## config.mk

```make
export PLATFORM = sky130hd
export DESIGN_NAME = iil_issue_ctrl
export DESIGN_NICKNAME = d
export VERILOG_FILES = /design/src/rtl/iil_pkg.sv /design/src/rtl/iil_track.sv /design/src/rtl/iil_hazard.sv /design/src/rtl/iil_issue_ctrl.sv
export SDC_FILE = /design/constraint.sdc
export NUM_CORES = 1
export LEC_CHECK = 0
export BUFFER_PORTS_ARGS = -buffer_cell sky130_fd_sc_hd__buf_2
export CORE_MARGIN = 2
export CORE_UTILIZATION = 37
export CTS_CLUSTER_DIAMETER = 30
export DETAILED_ROUTE_END_ITERATION = 7
export GPL_TIMING_DRIVEN = 1
export HOLD_SLACK_MARGIN = 0.06
export SYNTH_ARGS = -nofsm -noshare
export SYNTH_HDL_FRONTEND = slang
export SYNTH_HIERARCHICAL = 1
export SYNTH_SLANG_ARGS = --single-unit
```

## constraint.sdc

```tcl
create_clock -name clk -period 3.77 [get_ports clk]
set_input_delay 0.754 -clock clk [delete_from_list [all_inputs] [get_ports clk]]
set_output_delay 0.754 -clock clk [all_outputs]
set_load 0.02 [all_outputs]
```

## src/rtl/iil_pkg.sv

```systemverilog
package iil_pkg;

    localparam int REG_W = 5;
    localparam int CNT_W = 2;

    typedef enum logic [2:0] {
        CLS_INT = 3'd0,
        CLS_LDD = 3'd1,
        CLS_FPA = 3'd2,
        CLS_STD = 3'd3,
        CLS_BR  = 3'd4
    } iclass_e;

    typedef struct packed {
        logic             fp;
        logic [REG_W-1:0] rn;
        iclass_e          cls;
        logic [CNT_W-1:0] cnt;
    } ent_t;

    // Countdown loaded when a producer of this class issues.
    function automatic logic [CNT_W-1:0] max_lat(iclass_e p);
        case (p)
            CLS_FPA: max_lat = CNT_W'(3);
            CLS_LDD: max_lat = CNT_W'(1);
            default: max_lat = '0;
        endcase
    endfunction

    // Intervening cycles needed between producer p and consumer c.
    function automatic logic [CNT_W-1:0] need_lat(iclass_e p, iclass_e c);
        case (p)
            CLS_FPA: need_lat = (c == CLS_STD) ? CNT_W'(2) : CNT_W'(3);
            CLS_LDD: need_lat = (c == CLS_STD) ? CNT_W'(0) : CNT_W'(1);
            default: need_lat = '0;
        endcase
    endfunction

    // Countdown value above which the consumer must wait.
    function automatic logic [CNT_W-1:0] wait_thr(iclass_e p, iclass_e c);
        wait_thr = max_lat(p) - need_lat(p, c);
    endfunction

    function automatic logic src_a_fp(iclass_e c);
        src_a_fp = (c == CLS_FPA);
    endfunction

    function automatic logic src_b_fp(iclass_e c);
        src_b_fp = (c == CLS_FPA) || (c == CLS_STD);
    endfunction

    function automatic logic dst_fp(iclass_e c);
        dst_fp = (c == CLS_FPA) || (c == CLS_LDD);
    endfunction

endpackage

```

## src/rtl/iil_track.sv

```systemverilog
module iil_track
    import iil_pkg::*;
#(
    parameter int DEPTH = 4
) (
    input  logic                  clk,
    input  logic                  rst_n,
    input  logic                  alloc_i,
    input  logic                  alloc_fp_i,
    input  logic [REG_W-1:0]      alloc_rn_i,
    input  iclass_e               alloc_cls_i,
    output ent_t [DEPTH-1:0]      ents_o
);

    typedef struct packed {
        ent_t [DEPTH-1:0] e;
    } trk_st_t;

    trk_st_t st_d, st_q;
    logic    placed;

    always_comb begin
        st_d   = st_q;
        placed = 1'b0;
        // age every entry; drop an older writer of the same register
        for (int i = 0; i < DEPTH; i++) begin
            if (st_d.e[i].cnt != '0)
                st_d.e[i].cnt = st_d.e[i].cnt - 1'b1;
            if (alloc_i && st_d.e[i].fp == alloc_fp_i && st_d.e[i].rn == alloc_rn_i)
                st_d.e[i].cnt = '0;
        end
        // place the new producer in the first free slot
        for (int i = 0; i < DEPTH; i++) begin
            if (alloc_i && !placed && st_d.e[i].cnt == '0) begin
                st_d.e[i].fp  = alloc_fp_i;
                st_d.e[i].rn  = alloc_rn_i;
                st_d.e[i].cls = alloc_cls_i;
                st_d.e[i].cnt = max_lat(alloc_cls_i);
                placed        = 1'b1;
            end
        end
    end

    always_ff @(posedge clk) begin
        if (!rst_n) st_q <= '0;
        else        st_q <= st_d;
    end

    assign ents_o = st_q.e;

endmodule

```

## src/rtl/iil_hazard.sv

```systemverilog
module iil_hazard
    import iil_pkg::*;
#(
    parameter int DEPTH = 4
) (
    input  ent_t [DEPTH-1:0]  ents_i,
    input  iclass_e           cls_i,
    input  logic              a_vld_i,
    input  logic [REG_W-1:0]  a_i,
    input  logic              b_vld_i,
    input  logic [REG_W-1:0]  b_i,
    output logic              hazard_o
);

    logic [DEPTH-1:0] hit_a, hit_b;
    logic             a_fp, b_fp;

    assign a_fp = src_a_fp(cls_i);
    assign b_fp = src_b_fp(cls_i);

    for (genvar g = 0; g < DEPTH; g++) begin : g_cmp
        logic busy;
        assign busy     = ents_i[g].cnt > wait_thr(ents_i[g].cls, cls_i);
        assign hit_a[g] = busy && a_vld_i && ents_i[g].fp == a_fp && ents_i[g].rn == a_i;
        assign hit_b[g] = busy && b_vld_i && ents_i[g].fp == b_fp && ents_i[g].rn == b_i;
    end

    assign hazard_o = (|hit_a) || (|hit_b);

endmodule

```

## src/rtl/iil_issue_ctrl.sv

```systemverilog
module iil_issue_ctrl
    import iil_pkg::*;
#(
    parameter int DEPTH = 4
) (
    input  logic             clk,
    input  logic             rst_n,
    input  logic             in_valid,
    input  logic [2:0]       in_cls,
    input  logic [REG_W-1:0] in_dst,
    input  logic             in_src_a_vld,
    input  logic [REG_W-1:0] in_src_a,
    input  logic             in_src_b_vld,
    input  logic [REG_W-1:0] in_src_b,
    output logic             stall_o,
    output logic             issue_o
);

    iclass_e          cls;
    ent_t [DEPTH-1:0] ents;
    logic             hazard;
    logic             alloc;

    assign cls = iclass_e'(in_cls);

    iil_hazard #(.DEPTH(DEPTH)) u_haz (
        .ents_i   (ents),
        .cls_i    (cls),
        .a_vld_i  (in_src_a_vld),
        .a_i      (in_src_a),
        .b_vld_i  (in_src_b_vld),
        .b_i      (in_src_b),
        .hazard_o (hazard)
    );

    assign stall_o = in_valid && hazard;
    assign issue_o = in_valid && !hazard;
    assign alloc   = issue_o && (max_lat(cls) != '0);

    iil_track #(.DEPTH(DEPTH)) u_trk (
        .clk         (clk),
        .rst_n       (rst_n),
        .alloc_i     (alloc),
        .alloc_fp_i  (dst_fp(cls)),
        .alloc_rn_i  (in_dst),
        .alloc_cls_i (cls),
        .ents_o      (ents)
    );

endmodule

```

==> run summary <==
status - complete, but fails checks
failing checks - negative setup slack
hold buffer count at cts - 0
largest net degree at the start of global routing - 35
r2r endpoint - u_trk/ents_o[35]$_SDFFE_PN0P_
Vias/cell - 5.27
Post-DRT Antenna Nets - 0
die width - 95.3 um
Largest register FFs - 44
Num CTS Buffers - 5
H-Tree Depth - 2
average size of a mapped cell - 8.53 um2
RSZ-0062 raised after global routing - true
Design Area, Final - 3540 um2
Core Box Area - 8130 um2
worst rel slew slack - 46.2%
Detailed Place HPWL - 6270 um
Root Buffer - clkbuf_8
Overflow after GRT - 0
Peak Freq - 260 MHz
ys flop type - dfxtp_1
worst hold-check path type - register to register
CP Launch Type - input pin
VDD IR-drop max - 142 uV
synth-to-layout area growth - 14.8%
via count - 2,639
cell area after placement - 3340 um2
dpl cells - 487
top cell type's share of synthesized area - 28.5%
Post-layout nets - 426
EDFF count, synth - 0
drt pass-1 iters - 4
fraction of layout cells with a size suffix above 1 - 21.0%
Worst Reg-to-Reg Cells - 16
Initial Util - 37.9%
Critical Path End - u_trk/ents_o[35]$_SDFFE_PN0P_
Critical Path Sink Type - register
gr usage total - 18.9%
clock sinks - 44
#FFs+latches synth - 44
pre-CTS setup slack - -0.294 ns
vias in the first global route - 2,476
ys async rst share - 0%
Worst-Margin Slew - 0.805 ns
clock period minus worst slack - 3.85 ns
final worst setup slack - -0.0771 ns
row count - 33
most common cell after layout, fill and taps aside - xnor2_1
initial antenna violation count - 0
first-pass GRT wire length - 13,000 um
die area - 9090 um2
crit path from - in_cls[2]
slowest CP cell - o41a_1
worst-path fanout max - 5
top post-synthesis cells by area - dfxtp_1, xnor2_1, mux2i_1
worst hold slack - 0.470 ns
Final Setup Violations - 12
PD cells - 265 nW/um2
Skew-Pair Late Insertion Delay - 0.29 ns
P_leak - 0.00116 uW
Overall Power - 940 uW
global placement routability congestion - 0.870
Syn. warnings - 6
Max clock buf depth - 2
Fin. Hold Viols - 0
Crit Path Class - input pin to register
Mapped Cells - 362
final slew viol count - 0
post-synth cell types - 50
post-route clock period utilization - 102%
ant diodes - 0
largest area contributor in the netlist - dfxtp_1
Crit path required time - 4.00 ns
post-synthesis sequential area ratio - 28.5%
crit path cell chain - buf_2 > nand3b_1 > nor3_2 > buf_4 > ha_1 > nor2b_1 > o2111ai_1 > nor4_1 > a211oi_1 > nand4_1 > nor2b_2 > nor3b_4 > nand4_1 > o41a_1 > nor4_4 > buf_4 > mux2i_1
max_cap viols - 0
Reg2Reg Setup Slack - 0.30 ns
Starting DRT DRC Count - 139
Cell Count, Final, Fillers Out - 501
height of the die - 95.3 um
Post-Route WL - 8320 um
CP max stage delay - 0.45 ns
most frequent cells in the layout - xnor2_1, nand2_1, dfxtp_1
routed length per instance - 16.6 um
drt drc - 0
final clock skew - 0.00666 ns
fillers - 830
R2R Path Start - u_trk/ents_o[2]$_SDFFE_PN0P_
Worst Path Arrival - 4.08 ns
I/O pins - 25
# port buffers - 24
clk slew on worst S/H paths - 0.08 ns
Cell Area, Synth - 3090 um2
CTS tree - done
[per-stage QoR]
step	setup TNS, ns	util [%]
CTS	0	42.2
detailed placement	-7.61	41.1
global route	-4.55	43.6
global placement	-4.63	41.1
floorplan	0	-
finish	-0.584	43.6
[cell families (layout without fill, tap and decap cells)]
family | count (synthesis) | count (layout) | share of synthesized area [%]
buf+inv | 36 | 67 | 6.97
fa+ha+maj | 8 | 8 | 3.24
xor+xnor | 75 | 75 | 21.3
mux | 19 | 19 | 6.20
other cells | 1 | 4 | 0.121
compound gates | 60 | 60 | 13.1
simple gates | 119 | 119 | 20.6
flops | 44 | 44 | 28.5
[metal layers]
metal / GRT usage [%] / vias to the layer above / share of wire [%]
li1: - / 1314 / -
met1: 25.0 / 1248 / 45
met2: 31.9 / 71 / 48
met3: 2.45 / 6 / 5.2
met4: 6.04 / 0 / 1.2
met5: 0 / - / 0
[how the worst min path moves through the flow]
stage,startpoint,end,slack (ns),cells after the start
floorplan,u_trk/ents_o[26]$_SDFFE_PN0P_,u_trk/ents_o[26]$_SDFFE_PN0P_,0.44,2
global placement,u_trk/ents_o[37]$_SDFFE_PN0P_,u_trk/ents_o[37]$_SDFFE_PN0P_,0.45,2
detailed placement,u_trk/ents_o[37]$_SDFFE_PN0P_,u_trk/ents_o[37]$_SDFFE_PN0P_,0.45,2
CTS,u_trk/ents_o[37]$_SDFFE_PN0P_,u_trk/ents_o[37]$_SDFFE_PN0P_,0.47,2
global route,u_trk/ents_o[11]$_SDFF_PN0_,u_trk/ents_o[12]$_SDFF_PN0_,0.50,2
finish,u_trk/ents_o[11]$_SDFF_PN0_,u_trk/ents_o[12]$_SDFF_PN0_,0.47,2
[report_power, final]
part / internal, uW / leakage (uW) / total, uW / switching, uW
sequential: 468 / 0.000355 / 473 / 4.99
combinational: 64.5 / 0.000762 / 158 / 93.2
clock: 149 / 0.0000445 / 309 / 160
[critical path: cells and delay by family]
kind / cells / cell delay [ns]
and+or+nand+nor: 9 / 1.68
AOI/OAI and AO/OA: 3 / 0.89
buffers and inverters: 3 / 0.43
muxes: 1 / 0.18
adders and majority gates: 1 / 0.13
[repair_timing]
item / in CTS / in global routing
endpoints found under the hold margin: 0 / 0
resized for setup: 0 / 25
setup endpoints to repair: 0 / 46
buffers inserted: 0 / 6
[synthesized netlist by cell type, types with 2 or more instances]
cell and count:
xnor2_1 65, dfxtp_1 44, nand2_1 44, a21oi_1 22, nand3_1 21, o21ai_0 21
mux2i_1 18, clkbuf_1 13, nand4_1 13, xor2_1 10, buf_6 9, ha_1 8
nor3_1 8, nor2_1 7, inv_1 6, nor4_1 5, clkbuf_2 4, nor2b_1 4
buf_2 3, nand3b_1 3, a31o_1 2, and2_1 2, nand2b_1 2, o41a_1 2
[final cells by class]
type / count / area, um2 / area share [%]
clock inverters: 1 / 7.51 / 0.212
clock buffers: 7 / 86.3 / 2.44
multi-input cells: 285 / 2050 / 57.8
flip-flops and latches: 44 / 881 / 24.9
repair buffers: 53 / 365 / 10.3
well taps: 105 / 131 / 3.71
inverters: 6 / 22.5 / 0.636
(Power assumes the default switching activity.)
